## config.mk

```make
export PLATFORM = sky130hd
export DESIGN_NAME = ctx_sched
export DESIGN_NICKNAME = d
export VERILOG_FILES = /design/src/rtl/ctx_sched_pkg.sv /design/src/rtl/ctx_slot.sv /design/src/rtl/ctx_rr_pick.sv /design/src/rtl/ctx_perf_cnt.sv /design/src/rtl/ctx_sched.sv
export SDC_FILE = /design/constraint.sdc
export NUM_CORES = 1
export LEC_CHECK = 0
export BUFFER_PORTS_ARGS = -buffer_cell sky130_fd_sc_hd__buf_2
export CAP_MARGIN = 0
export CELL_PAD_IN_SITES_DETAIL_PLACEMENT = 1
export CELL_PAD_IN_SITES_GLOBAL_PLACEMENT = 1
export CORE_ASPECT_RATIO = 0.9
export CORE_UTILIZATION = 39
export DETAILED_ROUTE_END_ITERATION = 7
export PLACE_DENSITY_LB_ADDON = 0.1
export SLEW_MARGIN = 20
export SYNTH_ARGS = -nofsm -noshare
export SYNTH_HDL_FRONTEND = slang
export SYNTH_SLANG_ARGS = --single-unit
```

## constraint.sdc

```tcl
create_clock -name clk -period 3.4 [get_ports clk]
set_input_delay 0.51 -clock clk [delete_from_list [all_inputs] [get_ports clk]]
set_output_delay 0.51 -clock clk [all_outputs]
set_load 0.1 [all_outputs]
```

## src/rtl/ctx_sched_pkg.sv

```systemverilog
package ctx_sched_pkg;
    typedef enum logic [1:0] {
        CS_READY = 2'd0,
        CS_RUN   = 2'd1,
        CS_LEAVE = 2'd2,
        CS_BLOCK = 2'd3
    } ctx_st_e;

    typedef enum logic [1:0] {
        PM_IDLE   = 2'd0,
        PM_BUSY   = 2'd1,
        PM_SWITCH = 2'd2
    } pmode_e;

    localparam int NUM_MODES = 3;
endpackage

```

## src/rtl/ctx_slot.sv

```systemverilog
// Lifecycle of one hardware context: READY -> RUN -> LEAVE -> BLOCK -> READY.
module ctx_slot
    import ctx_sched_pkg::*;
#(
    parameter int L_W     = 16,
    parameter bit RST_RUN = 1'b0
) (
    input  logic           clk,
    input  logic           rst_n,
    input  logic           go_run,
    input  logic           go_leave,
    input  logic           leave_done,
    input  logic [L_W-1:0] lat_in,
    output ctx_st_e        st,
    output logic           ready_nx
);
    ctx_st_e        st_n;
    logic [L_W-1:0] cnt, cnt_n;

    // eligible for selection at the coming edge
    assign ready_nx = (st == CS_READY)
                    | ((st == CS_BLOCK) && (cnt == L_W'(1)))
                    | ((st == CS_LEAVE) && leave_done && (lat_in == '0));

    always_ff @(posedge clk) begin
        if (!rst_n) begin
            st  <= RST_RUN ? CS_RUN : CS_READY;
            cnt <= '0;
        end else begin
            st  <= st_n;
            cnt <= cnt_n;
        end
    end

    always_comb begin
        st_n  = st;
        cnt_n = cnt;
        unique case (st)
            CS_READY: if (go_run) st_n = CS_RUN;
            CS_RUN:   if (go_leave) st_n = CS_LEAVE;
            CS_LEAVE: begin
                if (leave_done) begin
                    if (lat_in == '0) begin
                        st_n = go_run ? CS_RUN : CS_READY;
                    end else begin
                        st_n  = CS_BLOCK;
                        cnt_n = lat_in;
                    end
                end
            end
            CS_BLOCK: begin
                if (cnt == L_W'(1)) st_n = go_run ? CS_RUN : CS_READY;
                else                cnt_n = cnt - L_W'(1);
            end
            default: st_n = CS_READY;
        endcase
    end
endmodule

```

## src/rtl/ctx_rr_pick.sv

```systemverilog
// Round-robin pick: first request after `last`, wrapping, `last` itself last.
module ctx_rr_pick #(
    parameter int N   = 4,
    parameter int IDW = 2
) (
    input  logic [N-1:0]   req,
    input  logic [IDW-1:0] last,
    output logic           gvalid,
    output logic [IDW-1:0] gid
);
    function automatic logic [IDW-1:0] wrap_idx(input logic [IDW-1:0] base, input int off);
        return IDW'((int'(base) + off) % N);
    endfunction

    always_comb begin
        gvalid = 1'b0;
        gid    = last;
        for (int k = 1; k <= N; k++) begin
            if (!gvalid && req[wrap_idx(last, k)]) begin
                gvalid = 1'b1;
                gid    = wrap_idx(last, k);
            end
        end
    end
endmodule

```

## src/rtl/ctx_perf_cnt.sv

```systemverilog
module ctx_perf_cnt #(
    parameter int W = 32
) (
    input  logic         clk,
    input  logic         rst_n,
    input  logic         clr,
    input  logic         inc,
    output logic [W-1:0] val
);
    always_ff @(posedge clk) begin
        if (!rst_n || clr)        val <= '0;
        else if (inc && ~&val)    val <= val + W'(1);
    end
endmodule

```

## src/rtl/ctx_sched.sv

```systemverilog
module ctx_sched
    import ctx_sched_pkg::*;
#(
    parameter int N_CTX  = 4,
    parameter int C_W    = 16,
    parameter int L_W    = 16,
    parameter int CNT_W  = 32,
    localparam int IDW   = (N_CTX > 1) ? $clog2(N_CTX) : 1
) (
    input  logic             clk,
    input  logic             rst_n,
    input  logic             clr_cnt,
    input  logic             load_mode,
    input  logic [C_W-1:0]   sw_cost,
    input  logic [L_W-1:0]   mem_lat,
    input  logic             ev_load,
    input  logic             ev_miss,
    output logic             run_valid,
    output logic [IDW-1:0]   run_id,
    output logic [1:0]       mode,
    output logic [CNT_W-1:0] busy_cyc,
    output logic [CNT_W-1:0] switch_cyc,
    output logic [CNT_W-1:0] idle_cyc
);
    ctx_st_e          slot_st [N_CTX];
    logic [N_CTX-1:0] ready_nx, run_vec, leave_vec, act_vec, go_run, go_leave;
    logic             any_run, any_leave, trig, leave_done, free_now, gvalid;
    logic [IDW-1:0]   gid, last_id, run_id_c;
    logic [C_W-1:0]   leave_cnt;
    logic [L_W-1:0]   leave_lat;
    pmode_e           mode_c;
    logic [CNT_W-1:0] cyc [NUM_MODES];

    // ---- per-context lifecycle machines ----
    for (genvar i = 0; i < N_CTX; i++) begin : g_slot
        assign run_vec[i]   = (slot_st[i] == CS_RUN);
        assign leave_vec[i] = (slot_st[i] == CS_LEAVE);
        assign go_run[i]    = free_now && gvalid && (gid == IDW'(i));
        assign go_leave[i]  = trig && run_vec[i];

        ctx_slot #(.L_W(L_W), .RST_RUN(i == 0)) u_slot (
            .clk        (clk),
            .rst_n      (rst_n),
            .go_run     (go_run[i]),
            .go_leave   (go_leave[i]),
            .leave_done (leave_done),
            .lat_in     (leave_lat),
            .st         (slot_st[i]),
            .ready_nx   (ready_nx[i])
        );
    end

    assign act_vec    = run_vec | leave_vec;
    assign any_run    = |run_vec;
    assign any_leave  = |leave_vec;
    assign trig       = any_run && (load_mode ? ev_load : ev_miss);
    assign leave_done = any_leave && (leave_cnt == C_W'(1));
    assign free_now   = leave_done || ~|act_vec;

    ctx_rr_pick #(.N(N_CTX), .IDW(IDW)) u_pick (
        .req    (ready_nx),
        .last   (last_id),
        .gvalid (gvalid),
        .gid    (gid)
    );

    // ---- shared leaving-phase timer and round-robin pointer ----
    always_ff @(posedge clk) begin
        if (!rst_n) begin
            leave_cnt <= '0;
            leave_lat <= '0;
            last_id   <= '0;
        end else begin
            if (trig) begin
                leave_cnt <= (sw_cost == '0) ? C_W'(1) : sw_cost;
                leave_lat <= (load_mode && !ev_miss) ? '0 : mem_lat;
            end else if (any_leave) begin
                leave_cnt <= leave_cnt - C_W'(1);
            end
            if (free_now && gvalid) last_id <= gid;
        end
    end

    // ---- processor-level outputs ----
    always_comb begin
        run_id_c = '0;
        for (int i = 0; i < N_CTX; i++)
            if (run_vec[i]) run_id_c = IDW'(i);
    end

    always_comb begin
        unique case ({any_run, any_leave})
            2'b10:   mode_c = PM_BUSY;
            2'b01:   mode_c = PM_SWITCH;
            2'b00:   mode_c = PM_IDLE;
            default: mode_c = PM_IDLE;
        endcase
    end

    assign run_valid = any_run;
    assign run_id    = run_id_c;
    assign mode      = mode_c;

    for (genvar m = 0; m < NUM_MODES; m++) begin : g_cnt
        ctx_perf_cnt #(.W(CNT_W)) u_cnt (
            .clk   (clk),
            .rst_n (rst_n),
            .clr   (clr_cnt),
            .inc   (mode_c == pmode_e'(m)),
            .val   (cyc[m])
        );
    end

    assign idle_cyc   = cyc[0];
    assign busy_cyc   = cyc[1];
    assign switch_cyc = cyc[2];
endmodule

```

======== Yosys cells after proc, flatten, opt, wreduce, memory -nomap -nowiden ========
Index checks and enable logic that the tools add are counted.
operators by class
  $add $sub $neg .......................... 12
  magnitude comparators ................... 4
  equality and inequality tests ........... 48
  multiplexer cells ....................... 63
  bitwise logic cells ..................... 9
  reduce and logical (&&, ||, !) cells .... 68
operator list
  kind                     count
  $mux W16                 10
  $pmux W16 S2             4
  $add A32 B1 Y32 const B  3
  $reduce_and A32 Y1       3
  $eq A16 B1 Y1 const B    5
  $sub A16 B1 Y16 const B  5
  $mux W2                  26
  $logic_not A16 Y1        2
  $pmux W2 S4              4
  $reduce_and A4 Y1        8
  $logic_and A1 B1 Y1      30
  $eq A2 B2 Y1 const B     12
  $ne A2 B1 Y1 const B     12
  $ne A2 B2 Y1 const B     12
  $eq A2 B1 Y1 const B     7
  $mux W1                  14
  $logic_not A2 Y1         6
  $lt A2 B3 Y1 const B     4
  $reduce_or A4 Y1         3
  $reduce_bool A2 Y1       5
  $logic_not A1 Y1         9
  $bmux W1 S2              4
  $or A1 B1 Y1             8
  $add A2 B1 Y2 const B    2
  other kinds (4)          6
storage, ports and cells
  flip-flop bits (word level) ............. 202
  input port bits ......................... 38
  word-level logic and storage cells ...... 218

======== Longest topological paths before layout ========
  depth in word-level cells ............... 24
  gate-level depth with buffers ........... 15

======== By module ========
Synthesis repeated with hierarchy kept, for this count alone.
unflattened totals
  cells, all modules ...................... 1501
  area total of the unflattened synthesis .. 12046.6 µm²
modules (own cells, without submodules)
  module                           instances  cells an instance  area each (µm²)  sequential area each (µm²)
  ctx_perf_cnt                     3          197                1684.1           640.6
  ctx_slot (g_slot[1].u_slot ...)  2          171                1308.8           360.3
  ctx_sched                        1          232                1890.6           680.7
  ctx_slot (g_slot[0].u_slot)      1          177                1278.7           360.3
  ctx_slot (g_slot[3].u_slot)      1          145                1124.8           360.3
  ctx_rr_pick                      1          14                 82.6             0.0

======== Worst setup path before layout ========
OpenSTA, ideal clock, no wires.
  path type ............................... reg2reg
  start point ............................. register g_slot[3].u_slot.st[1]
  end point ............................... register g_cnt[1].u_cnt.val[30]
  arrival ................................. 4752 ps
  required time ........................... 3333 ps
  setup slack ............................. -1419 ps
  stages on the path, launching flop included .. 16
  clock period less this slack ............ 4819 ps
  path through ............................ dfxtp_1 -> inv_1 -> ha_1 -> or2_2 -> nor3_1 -> inv_1 -> ha_1 -> inv_1 -> a41oi_1 -> nand2_1 -> or3_1 -> clkbuf_1 -> nor4_1 -> nand3_1 -> xor2_1 -> nor2_1
between the ends
  cells in the longest elaborated chain, start to end .. 6
ends and longest elaborated chain
  element                                              RTL line            text
  start, declared                                      ctx_slot.sv:14      output ctx_st_e st,
  start signal, assigned                               ctx_slot.sv:27      st <= RST_RUN ? CS_RUN : CS_READY;
  start signal, assigned                               ctx_slot.sv:30      st <= st_n;
  $eq A2 B1 Y1 (*)                                     ctx_sched.sv:36     assign run_vec[i] = (slot_st[i] == CS_RUN);
  $reduce_or A4 Y1 (*)                                 ctx_sched.sv:54     assign any_run = |run_vec;
  via run_valid                                        ctx_sched.sv:18     output logic run_valid,
  $eq A2 B1 Y1 / $eq A2 B2 Y1 (equally long branches)  ctx_sched.sv:92     unique case ({any_run, any_leave})
  $pmux W2 S2 (*)                                      ctx_sched.sv:92
  via mode[0]                                          ctx_sched.sv:20     output logic [1:0] mode,
  $eq A2 B1 Y1 (*)                                     ctx_sched.sv:109    .inc (mode_c == pmode_e'(m)),
  $logic_and A1 B1 Y1 (*)                              ctx_perf_cnt.sv:12  else if (inc && ~&val) val <= val + W'(1);
  end signal, assigned                                 ctx_perf_cnt.sv:12
  end, declared                                        ctx_perf_cnt.sv:8   output logic [W-1:0] val
The timed path passes the listed nets; every way through them passes the cells marked *.
A chain may end at the register's enable or synchronous reset.

======== Worst setup path after layout ========
  start point ............................. register leave_cnt[6]
  end point ............................... register g_slot[2].u_slot.st[1]
between the ends
  cells in the longest elaborated chain, start to end .. 21
ends and longest elaborated chain
  element                                                     RTL line           text
  start, declared                                             ctx_sched.sv:29    logic [C_W-1:0] leave_cnt;
  start signal, assigned                                      ctx_sched.sv:75    leave_cnt <= (sw_cost == '0) ? C_W'(1) : sw_cost;
  start signal, assigned                                      ctx_sched.sv:78    leave_cnt <= leave_cnt - C_W'(1);
  $eq A16 B1 Y1 (*)                                           ctx_sched.sv:57    assign leave_done = any_leave && (leave_cnt == C_W'(1));
  $logic_and A1 B1 Y1 (*)                                     ctx_sched.sv:57
  $logic_and A1 B1 Y1 (2 in a row)                            ctx_slot.sv:23     | ((st == CS_LEAVE) && leave_done && (lat_in == '0));
  $or A1 B1 Y1                                                ctx_slot.sv:23
  $bmux W1 S2                                                 ctx_rr_pick.sv:19  if (!gvalid && req[wrap_idx(last, k)]) begin
  $mux W1 (not written as such)                               ctx_rr_pick.sv:19
  $mux W1                                                     ctx_rr_pick.sv:19
  $logic_not A1 Y1                                            ctx_rr_pick.sv:19
  (+4 left out)                                               n/a
  $mux W1                                                     ctx_rr_pick.sv:19
  $logic_not A1 Y1                                            ctx_rr_pick.sv:19
  $logic_and A1 B1 Y1                                         ctx_rr_pick.sv:19
  $mux W2 / $mux W1 (equally long branches)                   ctx_rr_pick.sv:19
  $eq A2 B2 Y1 / $logic_and A1 B1 Y1 (equally long branches)  ctx_sched.sv:38    assign go_run[i] = free_now && gvalid && (gid == IDW'(i));
  $logic_and A1 B1 Y1                                         ctx_sched.sv:38
  $ne A2 B1 Y1 (no source line)                               n/a
  $reduce_and A4 Y1 (no source line) (*)                      n/a
  end signal, assigned                                        ctx_slot.sv:27
  end signal, assigned                                        ctx_slot.sv:30
  end, declared                                               ctx_slot.sv:14
Every way passes the cells marked *; elsewhere a longest branch is shown, timed or not. The select of a mux whose other input is x is not followed.

==> metrics.yaml <==
status: "finished, final reports clean"
drtPass1Iterations: 5
slew_viol_final: 0
reg2reg_to: "g_slot[2].u_slot.st[1]$_SDFFE_PN0P_"
syn-cell-area_um2: 11000
reg2reg_slack_ns: 0.18
fp.dieH_um: 161.3
hold_viol: 0
rows: 57
final_common_cell: "nor2_1"
fin_crit_sh_pct: 94.60
clock-sinks: 202
ys_types: 68
yosysWarnings: 0
hp-start: "mem_lat[4]"
coreArea_um2: 27310
relSlewSlack_pct: 42.49
power_mw: 9.770
hpwlAfterDp_um: 25170
via_count: 11080
drc: 0
initial_core_util_pct: 40.25
fillers: 3308
gp_congestion: 0.9283
arrival_ns: 3.63
diodes: 0
yosys_most_used_dff: "dfxtp_1"
finalClockSkew_ns: 0.01497
hold_depth: 3
final_nets: 1624
path_max_fanout: 7
post-route-util_pct: 48.35
drive_above_1_share_pct: 18.55
clockBufferDepth: 3
final_antenna_net_count: 0
fin_cells: 1923
placed_cells: 1878
worst_skew_pair.late_latency_ns: 0.53
cts-root-buf: "clkbuf_16"
die_area_um2: 28870
netlist_instances: 1400
cp-end-kind: "flop"
io_pins: 139
totalWireLength_um: 35890
htreeDepth: 1
mostFrequentLayoutCells: "205 x nor2_1, 202 x dfxtp_1, 138 x buf_2"
drtIter0Drc: 595
drv_cap: 0
postCtsSetupBuffers: 0
grt_pass1_wl_um: 57560
grtUsageTotal_pct: 24.63
synth-edff-count: 0
setup_viol: 0
vdd_drop_max_mv: 0.3065
period_needed_ns: 3.216
fmax_mhz: 310.9
synth_fp_nets: 1473
hold_path_end: "leave_lat[4]$_SDFFE_PN0P_"
numCtsBuffers: 24
routed_via_density: 5.763
area_delta_synth_final_pct: 20.11
overflow: 0
antenna_found_initial: 1
syn_area_per_cell_um2: 7.854
cts_tree: "built"
post_drt_wl_per_cell_um: 18.66
final_area_um2: 13210
p_leak_nw: 5.095
dieWidth_um: 179.0
reg2reg_depth: 9
async_flop_share_pct: 0
io_buffers: 138
tns_ns: 0
placed_area_um2: 12380
cp.required_ns: 3.81
min_path_type: "in -> reg"
grt_max_degree: 97
first_global_vias: 10950
clk_transition_reported_paths_ns: 0.06
start_kind: "flop"
r2r_start: "leave_cnt[6]$_SDFFE_PN0P_"
worstSetupPathType: "reg -> reg"
p_per_area_nw_per_um2: 739.8
tightest_slew_ns: 0.8387
ys_seq_area_share_pct: 36.78
ys_seq_elements: 202
[through the flow]
stage	setup WS, ns	hold slack (ns)
final	0.1836	0.2467
after global routing	-0.03837	0.2529
after CTS	0.04546	0.2298
after detailed placement	0.06271	0.4893
after global placement	0.2194	0.4786
after floorplan	0.02722	0.4544
[critical path, stage by stage, from the launching register on]
cell	delay, ns
dfxtp_1	0.36
or4_4	0.59
or4_4	0.50
or4_4	0.56
a21oi_1	0.17
or2_2	0.15
o21ai_1	0.15
o22ai_2	0.20
o21ai_0	0.15
a32o_1	0.28
[synth_stat cells, drive strengths merged (8+ instances only)]
cell    instances  share of area (%)
or4            11               0.82
and2           19                1.1
nand4          25                1.4
nand3          70                3.2
clkbuf         62                2.1
dfxtp         202                 37
nand2         115                3.9
nor4           32                1.9
o21ai          57                2.6
and4           12               0.96
a211oi         21                1.4
ha             35                4.0
o21a           14               0.96
xor2           55                4.4
or3            26                1.5
xnor2          33                2.6
o22ai          14               0.91
nor2          205                7.0
nor3           54                2.5
a22oi           8               0.55
a21oi         116                5.3
o221a          27                2.8
a31oi          20                1.1
inv            50                1.7
and3           23                1.3
[sequential cells by signal, summed over array words and instances, names as in the netlist]
name               count
g_slot.u_slot.cnt     64
g_cnt.u_cnt.val       96
last_id                2
g_slot.u_slot.st       8
leave_lat             16
leave_cnt             16
[power by group]
| group | switching [mW] | total [mW] | internal, mW | leakage (nW) |
|---|---|---|---|---|
| clock | 1.04 | 2.63 | 1.58 | 0.394 |
| sequential | 0.299 | 2.93 | 2.63 | 1.64 |
| combinational | 2.72 | 4.21 | 1.49 | 3.07 |
[area by class of cell]
class,instances,area [um2],area share [%]
multi-input combinational,1080,6589,49.89
sequential,202,4044,30.62
timing repair buffer,191,1126,8.527
clock buffer,37,710.7,5.381
tap,354,442.9,3.354
inverter,52,209.0,1.582
clock inverter,7,85.08,0.6442
[per-layer routing]
metal,vias to the layer above,global-route usage [%],part of all wire (%)
met4,0,7.049,2.4
met1,5455,33.51,47
met3,57,2.825,4.2
met2,216,40.77,46
met5,-,0,0
li1,5354,-,-
[how the worst max path moves through the flow]
stage                                     endpoint                           startpoint  cells after the start  slack (ns)
2_1_floorplan  g_cnt[1].u_cnt.val[30]$_SDFFE_PP0P_  g_slot[3].u_slot.st[1]$_SDFFE_PN0P_                     15        0.03
3_3_place_gp   g_slot[2].u_slot.st[1]$_SDFFE_PN0P_            leave_cnt[6]$_SDFFE_PN0P_                      9        0.22
3_5_place_dp   g_slot[0].u_slot.st[1]$_SDFFE_PN0P_            leave_cnt[6]$_SDFFE_PN0P_                      8        0.06
4_1_cts        g_slot[0].u_slot.st[1]$_SDFFE_PN0P_            leave_cnt[6]$_SDFFE_PN0P_                      8        0.05
5_1_grt        g_slot[3].u_slot.st[0]$_SDFFE_PN0P_            leave_cnt[6]$_SDFFE_PN0P_                      9       -0.04
6_report       g_slot[2].u_slot.st[1]$_SDFFE_PN0P_            leave_cnt[6]$_SDFFE_PN0P_                      9        0.18
[what timing repair did]
action	CTS	global route
resized for setup	0	5
setup endpoints to repair	0	3
hold buffers	0	0
[kinds of logic after synthesis]
logic type	count (synthesis)	share of synthesized area [%]
and+or+nand+nor	614	27.12
AOI/OAI and AO/OA	336	20.43
DFF	202	36.78
buffers and inverters	118	4.051
xor gates and xnor gates	88	7.010
adders and majority gates	35	3.983
muxes	7	0.6373
No activity file was read; power rests on OpenSTA's default activity.
